File: config.mk
export PLATFORM = sky130hd
export DESIGN_NAME = fifo_uart
export DESIGN_NICKNAME = d
export VERILOG_FILES = /design/src/rtl/fifo_uart_pkg.sv /design/src/rtl/fu_baud.sv /design/src/rtl/fu_fifo.sv /design/src/rtl/fu_tx.sv /design/src/rtl/fu_rx.sv /design/src/rtl/fifo_uart.sv
export SDC_FILE = /design/constraint.sdc
export NUM_CORES = 1
export LEC_CHECK = 0
export BUFFER_PORTS_ARGS = -buffer_cell sky130_fd_sc_hd__buf_2
export CAP_MARGIN = 20
export CORE_MARGIN = 2
export CORE_UTILIZATION = 40
export CTS_CLUSTER_DIAMETER = 40
export DETAILED_ROUTE_END_ITERATION = 7
export PLACE_DENSITY = 0.62
export SLEW_MARGIN = 20
export SYNTH_ARGS = -nofsm -noshare
export SYNTH_HDL_FRONTEND = slang
export SYNTH_HIERARCHICAL = 1
export SYNTH_SLANG_ARGS = --single-unit
File: constraint.sdc
create_clock -name clk -period 3.88 [get_ports clk]
set_clock_uncertainty 0.1 [all_clocks]
set_input_delay 0.776 -clock clk [delete_from_list [all_inputs] [get_ports clk]]
set_output_delay 0.776 -clock clk [all_outputs]
set_load 0.02 [all_outputs]
File: src/rtl/fifo_uart_pkg.sv
// Shared constants, state encoding and threshold decoding for the serial port.
package fifo_uart_pkg;

    localparam int OSR = 16;  // ticks per serial bit

    typedef enum logic [2:0] {
        ST_IDLE,
        ST_START,
        ST_DATA,
        ST_PAR,
        ST_STOP
    } ser_state_t;

    // Maps the two-bit threshold code to a queue level.
    function automatic int unsigned trig_level(input logic [1:0] code);
        case (code)
            2'b00:   return 1;
            2'b01:   return 4;
            2'b10:   return 8;
            default: return 14;
        endcase
    endfunction

endpackage

File: src/rtl/fu_baud.sv
// Oversampling tick generator.
// Emits a one-clock tick every div clocks (0 treated as 1). When 0 < add < mul,
// an accumulator lengthens add out of every mul periods by one clock.
// Assumes the configuration is changed only while the port is idle.
module fu_baud #(
    parameter int DIV_W  = 16,
    parameter int FRAC_W = 4
) (
    input  logic              clk,
    input  logic              rst_n,
    input  logic [DIV_W-1:0]  div,
    input  logic [FRAC_W-1:0] frac_add,
    input  logic [FRAC_W-1:0] frac_mul,
    output logic              tick
);
    logic [DIV_W:0]   cnt;
    logic [FRAC_W-1:0] acc;
    logic [FRAC_W:0]  acc_sum;
    logic [DIV_W-1:0] div_eff;
    logic             frac_on;
    logic             ext;

    // Decode the effective divisor and whether this period is lengthened.
    always_comb begin
        div_eff = (div == '0) ? DIV_W'(1) : div;
        frac_on = (frac_add != '0) && (frac_add < frac_mul);
        acc_sum = (FRAC_W+1)'(acc) + (FRAC_W+1)'(frac_add);
        ext     = frac_on && (acc_sum >= (FRAC_W+1)'(frac_mul));
        tick    = (cnt == '0);
    end

    // Count the period down and advance the fractional accumulator on each tick.
    always_ff @(posedge clk) begin
        if (!rst_n) begin
            cnt <= '0;
            acc <= '0;
        end else if (tick) begin
            cnt <= (DIV_W+1)'(div_eff) - (DIV_W+1)'(1) + (DIV_W+1)'(ext);
            if (!frac_on)
                acc <= '0;
            else if (ext)
                acc <= FRAC_W'(acc_sum - (FRAC_W+1)'(frac_mul));
            else
                acc <= FRAC_W'(acc_sum);
        end else begin
            cnt <= cnt - (DIV_W+1)'(1);
        end
    end

    // back-to-back ticks only when the period was a single clock.
    a_r5_tick_period: assert property (@(posedge clk) disable iff (!rst_n)
        tick |=> (!tick || ($past(div_eff) == DIV_W'(1) && !$past(ext))));

endmodule

File: src/rtl/fu_fifo.sv
// Synchronous queue with show-ahead head output.
// A push while full and a pop while empty are ignored. The drop output flags a
// refused push. Storage is not reset; only pointers and level are.
module fu_fifo #(
    parameter int WIDTH = 8,
    parameter int DEPTH = 16,
    localparam int AW = $clog2(DEPTH),
    localparam int CW = $clog2(DEPTH + 1)
) (
    input  logic             clk,
    input  logic             rst_n,
    input  logic             push,
    input  logic [WIDTH-1:0] push_data,
    input  logic             pop,
    output logic [WIDTH-1:0] head,
    output logic             full,
    output logic             empty,
    output logic [CW-1:0]    level,
    output logic             drop
);
    logic [WIDTH-1:0] mem [DEPTH];
    logic [AW-1:0]    wptr, rptr;
    logic             do_push, do_pop;

    // Status and accepted-operation decode.
    always_comb begin
        full    = (level == CW'(DEPTH));
        empty   = (level == '0);
        do_push = push && !full;
        do_pop  = pop && !empty;
        drop    = push && full;
        head    = mem[rptr];
    end

    // Storage write.
    always_ff @(posedge clk) begin
        if (do_push) mem[wptr] <= push_data;
    end

    // Pointer and level bookkeeping with wrap at DEPTH.
    always_ff @(posedge clk) begin
        if (!rst_n) begin
            wptr  <= '0;
            rptr  <= '0;
            level <= '0;
        end else begin
            if (do_push) wptr <= (wptr == AW'(DEPTH - 1)) ? '0 : wptr + AW'(1);
            if (do_pop)  rptr <= (rptr == AW'(DEPTH - 1)) ? '0 : rptr + AW'(1);
            level <= level + CW'(do_push) - CW'(do_pop);
        end
    end

    // the level never exceeds the capacity.
    a_r2_level_bound: assert property (@(posedge clk) disable iff (!rst_n)
        level <= CW'(DEPTH));
    // a refused push without a pop leaves the level untouched.
    a_r3_full_drop: assert property (@(posedge clk) disable iff (!rst_n)
        (push && full && !pop) |=> (level == $past(level)));

endmodule

File: src/rtl/fu_tx.sv
// Serial transmitter. Pops a byte on a tick when the queue is non-empty and
// the clear-to-send gate is open, then shifts start, data (LSB first), optional
// parity and stop, each for OSR ticks. A gate closing mid-character is ignored.
module fu_tx #(
    parameter int DATA_W = 8
) (
    input  logic              clk,
    input  logic              rst_n,
    input  logic              tick,
    input  logic              q_empty,
    input  logic [DATA_W-1:0] q_data,
    input  logic              par_en,
    input  logic              par_odd,
    input  logic              cts_block,
    output logic              q_pop,
    output logic              txd,
    output logic              busy
);
    import fifo_uart_pkg::*;
    localparam int TW = $clog2(OSR);
    localparam int BW = $clog2(DATA_W);

    ser_state_t        state;
    logic [TW-1:0]     tcnt;
    logic [BW-1:0]     bidx;
    logic [DATA_W-1:0] shreg;
    logic              par_bit;
    logic              bit_end;

    // Launch decode and line level for the current state.
    always_comb begin
        bit_end = tick && (tcnt == TW'(OSR - 1));
        q_pop   = (state == ST_IDLE) && tick && !q_empty && !cts_block;
        busy    = (state != ST_IDLE);
        case (state)
            ST_START: txd = 1'b0;
            ST_DATA:  txd = shreg[0];
            ST_PAR:   txd = par_bit;
            default:  txd = 1'b1;
        endcase
    end

    // Character sequencing.
    always_ff @(posedge clk) begin
        if (!rst_n) begin
            state   <= ST_IDLE;
            tcnt    <= '0;
            bidx    <= '0;
            shreg   <= '0;
            par_bit <= 1'b0;
        end else if (state == ST_IDLE) begin
            tcnt <= '0;
            bidx <= '0;
            if (q_pop) begin
                state   <= ST_START;
                shreg   <= q_data;
                par_bit <= (^q_data) ^ par_odd;
            end
        end else if (tick) begin
            tcnt <= bit_end ? '0 : tcnt + TW'(1);
            if (bit_end) begin
                case (state)
                    ST_START: state <= ST_DATA;
                    ST_DATA: begin
                        shreg <= shreg >> 1;
                        if (bidx == BW'(DATA_W - 1)) begin
                            bidx  <= '0;
                            state <= par_en ? ST_PAR : ST_STOP;
                        end else begin
                            bidx <= bidx + BW'(1);
                        end
                    end
                    ST_PAR:  state <= ST_STOP;
                    default: state <= ST_IDLE;
                endcase
            end
        end
    end

    // a character only begins when the gate was open.
    a_r8_cts_gate: assert property (@(posedge clk) disable iff (!rst_n)
        $rose(busy) |-> !$past(cts_block));
    // the line changes only on tick edges.
    a_r4_bit_hold: assert property (@(posedge clk) disable iff (!rst_n)
        !tick |=> $stable(txd));

endmodule

File: src/rtl/fu_rx.sv
// Serial receiver. Synchronises rxd, detects a start on a tick once the line
// has been seen high, confirms it 8 ticks later, then samples each following
// bit mid-cell. Emits a one-clock push with {parity err, framing err, data}.
module fu_rx #(
    parameter int DATA_W = 8
) (
    input  logic              clk,
    input  logic              rst_n,
    input  logic              tick,
    input  logic              rxd,
    input  logic              par_en,
    input  logic              par_odd,
    output logic              push,
    output logic [DATA_W+1:0] push_data
);
    import fifo_uart_pkg::*;
    localparam int TW = $clog2(OSR);
    localparam int BW = $clog2(DATA_W);

    ser_state_t        state;
    logic [1:0]        sync;
    logic              rxd_s;
    logic              armed;
    logic [TW-1:0]     tcnt;
    logic [BW-1:0]     bidx;
    logic [DATA_W-1:0] shreg;
    logic              perr;
    logic              mid_start, bit_end;

    // Sample-point decode.
    always_comb begin
        rxd_s     = sync[1];
        mid_start = tick && (tcnt == TW'(OSR / 2 - 1));
        bit_end   = tick && (tcnt == TW'(OSR - 1));
    end

    // Two-flop synchroniser for the asynchronous input.
    always_ff @(posedge clk) begin
        if (!rst_n) sync <= 2'b11;
        else        sync <= {sync[0], rxd};
    end

    // Frame sequencing and capture.
    always_ff @(posedge clk) begin
        if (!rst_n) begin
            state     <= ST_IDLE;
            armed     <= 1'b0;
            tcnt      <= '0;
            bidx      <= '0;
            shreg     <= '0;
            perr      <= 1'b0;
            push      <= 1'b0;
            push_data <= '0;
        end else begin
            push <= 1'b0;
            case (state)
                ST_IDLE: begin
                    tcnt <= '0;
                    bidx <= '0;
                    if (tick && armed && !rxd_s) begin
                        state <= ST_START;
                        armed <= 1'b0;
                        perr  <= 1'b0;
                    end else if (rxd_s) begin
                        armed <= 1'b1;
                    end
                end
                ST_START: if (tick) begin
                    if (mid_start) begin
                        tcnt  <= '0;
                        state <= rxd_s ? ST_IDLE : ST_DATA;
                    end else begin
                        tcnt <= tcnt + TW'(1);
                    end
                end
                ST_DATA: if (tick) begin
                    tcnt <= bit_end ? '0 : tcnt + TW'(1);
                    if (bit_end) begin
                        shreg <= {rxd_s, shreg[DATA_W-1:1]};
                        if (bidx == BW'(DATA_W - 1)) begin
                            bidx  <= '0;
                            state <= par_en ? ST_PAR : ST_STOP;
                        end else begin
                            bidx <= bidx + BW'(1);
                        end
                    end
                end
                ST_PAR: if (tick) begin
                    tcnt <= bit_end ? '0 : tcnt + TW'(1);
                    if (bit_end) begin
                        perr  <= rxd_s ^ (^shreg) ^ par_odd;
                        state <= ST_STOP;
                    end
                end
                default: if (tick) begin
                    tcnt <= bit_end ? '0 : tcnt + TW'(1);
                    if (bit_end) begin
                        push      <= 1'b1;
                        push_data <= {perr, !rxd_s, shreg};
                        state     <= ST_IDLE;
                    end
                end
            endcase
        end
    end

    // a start seen high at its midpoint returns to idle without a byte.
    a_r9_glitch_drop: assert property (@(posedge clk) disable iff (!rst_n)
        (state == ST_START && mid_start && rxd_s) |=> (state == ST_IDLE && !push));
    // a byte is only emitted on leaving the stop bit.
    a_r10_push_from_stop: assert property (@(posedge clk) disable iff (!rst_n)
        push |-> ($past(state) == ST_STOP && state == ST_IDLE));

endmodule

File: src/rtl/fifo_uart.sv
// Top of the buffered serial port. Joins the tick generator, both queues and
// both shifters; synchronises cts_n; keeps the sticky loss flags; derives the
// receive interrupt and the automatic request-to-send from the receive level.
module fifo_uart #(
    parameter int DEPTH  = 16,
    parameter int DIV_W  = 16,
    parameter int FRAC_W = 4,
    localparam int DATA_W = 8,
    localparam int CW     = $clog2(DEPTH + 1)
) (
    input  logic              clk,
    input  logic              rst_n,
    input  logic              wr_en,
    input  logic [DATA_W-1:0] wr_data,
    input  logic              rd_en,
    output logic [DATA_W-1:0] rd_data,
    output logic              rd_frame_err,
    output logic              rd_parity_err,
    input  logic [DIV_W-1:0]  cfg_div,
    input  logic [FRAC_W-1:0] cfg_frac_add,
    input  logic [FRAC_W-1:0] cfg_frac_mul,
    input  logic [1:0]        cfg_trig,
    input  logic              cfg_parity_en,
    input  logic              cfg_parity_odd,
    input  logic              cfg_auto_cts,
    input  logic              cfg_auto_rts,
    output logic              txd,
    input  logic              rxd,
    output logic              rts_n,
    input  logic              cts_n,
    output logic              tx_full,
    output logic              tx_empty,
    output logic              rx_empty,
    output logic [CW-1:0]     rx_level,
    output logic              tx_overflow,
    output logic              rx_overrun,
    output logic              irq_rx
);
    import fifo_uart_pkg::*;

    logic              tick;
    logic              tx_pop, tx_drop, tx_busy;
    logic [DATA_W-1:0] tx_head;
    logic [CW-1:0]     tx_level;
    logic              rx_push, rx_full, rx_drop;
    logic [DATA_W+1:0] rx_word, rx_head;
    logic [1:0]        cts_sync;
    logic              at_trig;

    fu_baud #(.DIV_W(DIV_W), .FRAC_W(FRAC_W)) u_baud (
        .clk(clk), .rst_n(rst_n), .div(cfg_div),
        .frac_add(cfg_frac_add), .frac_mul(cfg_frac_mul), .tick(tick)
    );

    fu_fifo #(.WIDTH(DATA_W), .DEPTH(DEPTH)) u_txq (
        .clk(clk), .rst_n(rst_n), .push(wr_en), .push_data(wr_data),
        .pop(tx_pop), .head(tx_head), .full(tx_full), .empty(tx_empty),
        .level(tx_level), .drop(tx_drop)
    );

    fu_tx #(.DATA_W(DATA_W)) u_tx (
        .clk(clk), .rst_n(rst_n), .tick(tick), .q_empty(tx_empty),
        .q_data(tx_head), .par_en(cfg_parity_en), .par_odd(cfg_parity_odd),
        .cts_block(cfg_auto_cts && cts_sync[1]), .q_pop(tx_pop),
        .txd(txd), .busy(tx_busy)
    );

    fu_rx #(.DATA_W(DATA_W)) u_rx (
        .clk(clk), .rst_n(rst_n), .tick(tick), .rxd(rxd),
        .par_en(cfg_parity_en), .par_odd(cfg_parity_odd),
        .push(rx_push), .push_data(rx_word)
    );

    fu_fifo #(.WIDTH(DATA_W + 2), .DEPTH(DEPTH)) u_rxq (
        .clk(clk), .rst_n(rst_n), .push(rx_push), .push_data(rx_word),
        .pop(rd_en), .head(rx_head), .full(rx_full), .empty(rx_empty),
        .level(rx_level), .drop(rx_drop)
    );

    // Read-port fields and threshold comparison.
    always_comb begin
        rd_data       = rx_head[DATA_W-1:0];
        rd_frame_err  = rx_head[DATA_W];
        rd_parity_err = rx_head[DATA_W+1];
        at_trig       = (rx_level >= CW'(trig_level(cfg_trig)));
        irq_rx        = at_trig;
    end

    // Synchronise cts_n (idle = not ready) and keep sticky loss flags and RTS.
    always_ff @(posedge clk) begin
        if (!rst_n) begin
            cts_sync    <= 2'b11;
            tx_overflow <= 1'b0;
            rx_overrun  <= 1'b0;
            rts_n       <= 1'b0;
        end else begin
            cts_sync <= {cts_sync[0], cts_n};
            if (tx_drop) tx_overflow <= 1'b1;
            if (rx_drop) rx_overrun  <= 1'b1;
            rts_n <= cfg_auto_rts && at_trig;
        end
    end

    // automatic RTS follows the receive level one clock later.
    a_r7_rts_follow: assert property (@(posedge clk) disable iff (!rst_n)
        (cfg_auto_rts && rx_level >= CW'(trig_level(cfg_trig))) |=> rts_n);
    // with automatic RTS off, the line stays asserted.
    a_r7_rts_manual: assert property (@(posedge clk) disable iff (!rst_n)
        !cfg_auto_rts |=> !rts_n);
    // the overflow flag, once set, stays set.
    a_r2_overflow_sticky: assert property (@(posedge clk) disable iff (!rst_n)
        $past(tx_overflow) |-> tx_overflow);
    // the transmitter does not leave idle while the queue is empty.
    a_r8_no_empty_start: assert property (@(posedge clk) disable iff (!rst_n)
        ($past(tx_empty) && !$past(tx_busy)) |-> !tx_busy || $past(tx_level) != '0);

endmodule

Yosys cells after proc, flatten, opt, wreduce, memory -nomap -nowiden
Memories as Yosys holds them, arrays and structs flattened. A register that Yosys moved wholly into a read port is not among the register bits.
Index checks and enable logic that the tools add are counted.
- bits of input ports: 44
- bits in registers: 104
- RAM bits: 288
- logic and storage cells: 199
- output and inout bits: 23
- memories: 2
- multiplexer cells: 60
- order comparisons: 3
- bitwise operators: 6
- equality and inequality tests: 29
- $add $sub $neg: 17
- reductions and logical operators: 56
- memory list (memory ; depth ; bits a word ; read ports ; clocked after memory_dff ; write ports ; RTL line ; source):
    u_rxq.mem ; 16 ; 10 ; 1 ; 1 ; 1 ; fu_fifo.sv:21 ; logic [WIDTH-1:0] mem [DEPTH];
    u_txq.mem ; 16 ; 8 ; 1 ; 1 ; 1 ; fu_fifo.sv:21 ;
- operators with widths (operator ; count):
    $mux W3 ; 20
    $mux W4 ; 15
    $mux W8 ; 5
    $add A4 B1 Y4 const B ; 6
    $eq A4 B4 Y1 const B ; 6
    $logic_and A1 B1 Y1 ; 18
    $add A17 B1 Y17 ; 1
    $logic_not A17 Y1 ; 1
    $mux W17 ; 1
    $sub A16 B1 Y17 const B ; 1
    $sub A17 B1 Y17 const B ; 1
    $logic_not A16 Y1 ; 1
    $mux W16 ; 1
    $ne A2 B1 Y1 const B ; 8
    $reduce_xor A8 Y1 ; 2
    $reduce_bool A2 Y1 ; 7
    $eq A3 B2 Y1 const B ; 4
    $pmux W3 S4 ; 1
    $pmux W4 S3 ; 1
    $reduce_and A3 Y1 ; 4
    $reduce_and A4 Y1 ; 3
    $add A5 B1 Y5 ; 2
    $eq A5 B5 Y1 const B ; 2
    $logic_not A5 Y1 ; 2
    33 further kinds ; 58

Logic depth before layout (Yosys ltp)
- depth in word-level cells: 7
- mapped depth: 20
- gate-level depth less buffers: 18

Modules after synthesis
The synthesis kept the hierarchy.
- modules (own cells, without submodules) (module ; cells each ; sequential area each (µm²) ; area each (µm²) ; instances):
    fu_fifo at u_rxq ; 354 ; 5144.9 ; 7004.2 ; 1
    fu_fifo at u_txq ; 306 ; 4184.0 ; 5844.4 ; 1
    fu_baud ; 204 ; 420.4 ; 1765.4 ; 1
    fu_rx ; 167 ; 660.6 ; 1480.2 ; 1
    fu_tx ; 128 ; 380.4 ; 1121.1 ; 1
    fifo_uart ; 27 ; 100.1 ; 254.0 ; 1

Worst setup path after synthesis
OpenSTA, ideal clock, no wires.
- path type: flip-flop to flip-flop
- start: register u_baud.cnt[0]
- end: register u_txq.level[4]
- setup slack: -0.086 ns
- stages on the path, launching flop included: 21
- required time: 3.664 ns
- buffers on the path: 2
- arrival time: 3.750 ns
- cells stage by stage: dfxtp_1 > inv_1 > ha_1 > nor2b_1 > nand4_4 > or2_4 > clkinv_2 > buf_6 > buf_2 > inv_1 > nor3_4 > nand2_1 > inv_1 > ha_1 > inv_1 > ha_1 > fa_1 > a21oi_1 > nor2_1 > or3_1 > and3_1
- word-level cells in the longest chain between the ends: 6
- ends and longest elaborated chain (item ; RTL line ; source):
    start, declared ; fu_baud.sv:16 ; logic [DIV_W:0] cnt;
    start signal, assigned ; fu_baud.sv:38 ; cnt <= (DIV_W+1)'(div_eff) - (DIV_W+1)'(1) + (DIV_W+1)'(ext);
    start signal, assigned ; fu_baud.sv:46 ; cnt <= cnt - (DIV_W+1)'(1);
    $logic_not A17 Y1 ; fu_baud.sv:29 ; tick = (cnt == '0);
    via tick ; fifo_uart.sv:41 ; logic tick;
    $logic_and A1 B1 Y1 (3 in a row) ; fu_tx.sv:33 ; q_pop = (state == ST_IDLE) && tick && !q_empty && !cts_block;
    via tx_pop ; fifo_uart.sv:42 ; logic tx_pop, tx_drop, tx_busy;
    $logic_and A1 B1 Y1 ; fu_fifo.sv:30 ; do_pop = pop && !empty;
    $sub A5 B1 Y5 ; fu_fifo.sv:49 ; level <= level + CW'(do_push) - CW'(do_pop);
    end signal, assigned ; fu_fifo.sv:49 ;
    end, declared ; fu_fifo.sv:18 ; output logic [CW-1:0] level,
The timed path passes the listed nets, and every way through them passes these cells.
A chain may end at the register's enable or synchronous reset.

Worst setup path after layout
- start: register u_baud.cnt[13]
- end: register u_txq.level[4]
The elaborated chain is that of the path after synthesis.

==> results.ini <==
[outcome]
status=finished, final reports clean

[timing]
worstMarginPinSlew_ns=0.946
hold_slack_ns=0.293
period_minus_slack_ns=3.63
max_freq_ghz=0.276
maxSlewHeadroom=0.367
slew_violations=0
period_share=0.935
setup_violations=0
rsz0062_at_grt=no
hold_viol_final=0

[floorplan]
die_area_mm2=0.0454
core_area_mm2=0.0431
die_w_um=213
boundaryPins=67
fp.dieH_um=213
start_util=0.406
num_rows=76

[yosys]
synth_edf_count=288
ys_types=85
synth_seq_cells=400
synth_area_leaders=edfxtp_1, dfxtp_1, mux4_2
yosys_warnings=6
synth_seq_area_share=0.623
syn_area_mm2=0.0175
ys_async_sr_fraction=0
yosys.area.top_type=edfxtp_1
avgSynthCellArea_um2=14.7
postSynthCellCount=1186
ys.flop_type=edfxtp_1
synth_top_area_share=0.495
syn_nets=1280

[clock_tree]
cts_tree=built
clockBufferDepth=3
hold_buffers=0
insertion_delay_ns=0.59
clock-root-buffer=clkbuf_16
cts.htree.levels=2
cts_buffers=55
cts.sinks=400
clk_pin_slew_worst_paths_ns=0.05

[final_layout]
final_cell_mix=edfxtp_1, dfxtp_1, nand2_1
fin_area_mm2=0.0205
nNetsFinal=1385
fin_cells=1923
syn_to_final_growth_pct=17.2
fin_util=0.475
antenna_cells=0
layout_commonest_cell=edfxtp_1
layout-drive-gt1-share=0.198

[worst_setup_path]
path_max_fanout=7
cp.depth=16
cpLargestDelayFamily=simple AND/OR/NAND/NOR gates
arrival_ns=4.00
critPathBufInv=4
cp_common_cell=inv_1
slowest_delay_ns=0.42
critPathLaunchType=register
required_ns=4.26
path_cells=or2_1 > or3_1 > or2_4 > clkinv_2 > inv_1 > nor3_4 > nand2_2 > inv_1 > ha_1 > inv_1 > ha_1 > fa_1 > a21oi_1 > nor2_1 > or3_1 > and3_1
crit_slowest_cell=fa_1
end_kind=register
r2r.worst_path.cells=16
worstSetupPathType=reg2reg

[grt]
grt_max_degree=41
grt_pass1_vias=10200
overflow=0
antenna_found_initial=0
grt_pass1_wl_mm=56.6
grtUsageTotal=0.161

[worst_hold_path]
hold_path_depth=2
hp-class=in2reg

[place]
place.port_buffers=66
dp_hpwl_mm=22.6
routabilityCongestion=0.794
place_inst=1816
placed_area_mm2=0.0185

[power]
p_leak_uw=0.00727
vdd_drop_max_mv=0.405
power.density_mw_per_mm2=622
finalPower_uw=12700

[drt]
dr_total_vias=10100
ant_nets=0
dr.pass1.iters=5
wire_per_inst_um=18.5
wl_mm=35.6
drt_iter0_drc=567
drc=0
drt-vias-per-instance=5.26

[job]
cap_violations=0

## final cells by class
class / instances / area [µm²]
Tap cell: 585 / 732
Multi-Input combinational cell: 694 / 6120
Inverter: 48 / 184
Timing Repair Buffer: 92 / 563
Clock inverter: 38 / 507
Clock buffer: 66 / 1480
Sequential cell: 400 / 10900
Fill cell: 3734 / 22600
## per-layer routing
layer	routed length (µm)	global-route usage	vias up
met4	648	0.0449	0
met1	15600	0.209	5061
met2	17400	0.272	226
met5	0	0	-
met3	1940	0.0381	49
li1	-	-	4780
## flip-flops by register name (all words and copies together) (netlist names), 5 cells and up, named ones only
name / cells
u_txq/mem: 128
u_baud/cnt: 17
u_tx/shreg: 8
u_rx/shreg: 8
u_rx/push_data: 10
u_rxq/mem: 160
u_rxq/level: 5
u_txq/level: 5
## final timing paths
path	from	end	slack [ns]
max reg2reg	u_baud/cnt[13]	u_txq/level[4]	0.25
max	u_baud/cnt[13]	u_txq/level[4]	0.25
min	cts_n	cts_sync[0]	0.29
min reg2reg	cts_sync[0]	cts_sync[1]	0.31
## cells in the mapped netlist, types with 12 or more instances
library cell and number:
a22oi_1 37, xor2_1 23, and3_1 14, nor3_1 14
mux4_2 46, and2_1 45, clkbuf_1 12, mux4_1 26
dfxtp_1 112, nand3_1 21, inv_1 46, mux2i_1 15
nor2_1 47, ha_1 46, nand2_1 109, a21oi_1 43
xnor2_1 32, edfxtp_1 288
## cells by family (layout without fill, tap and decap cells)
kind of cell	Yosys count	count (layout)	synth area share
flops	400	400	0.623
xor+xnor	57	57	0.0302
compound gates	168	168	0.0689
buf+inv	92	244	0.0273
simple gates	330	330	0.104
fa+ha+maj	50	50	0.0375
mux	89	89	0.109
## stage by stage
stage	worst slack [ns]	setup TNS, ns
2_1_floorplan	0.0149	0
3_3_place_gp	-0.133	-0.559
3_5_place_dp	-0.175	-0.953
4_1_cts	0.110	0
5_1_grt	0.00892	0
6_report	0.252	0
## what timing repair did
action                                  in CTS  in global routing
setup buffers                                0                  3
resized for setup                            0                  2
endpoints found under the setup margin       0                  1
## power breakdown
part,internal (µW),switching [µW],total (µW),leakage [µW]
combinational,1110,1340,2440,0.00277
sequential,4760,195,4960,0.00355
clock,3410,1920,5330,0.000958
total,9280,3450,12700,0.00727
(Power assumes the default switching activity.)
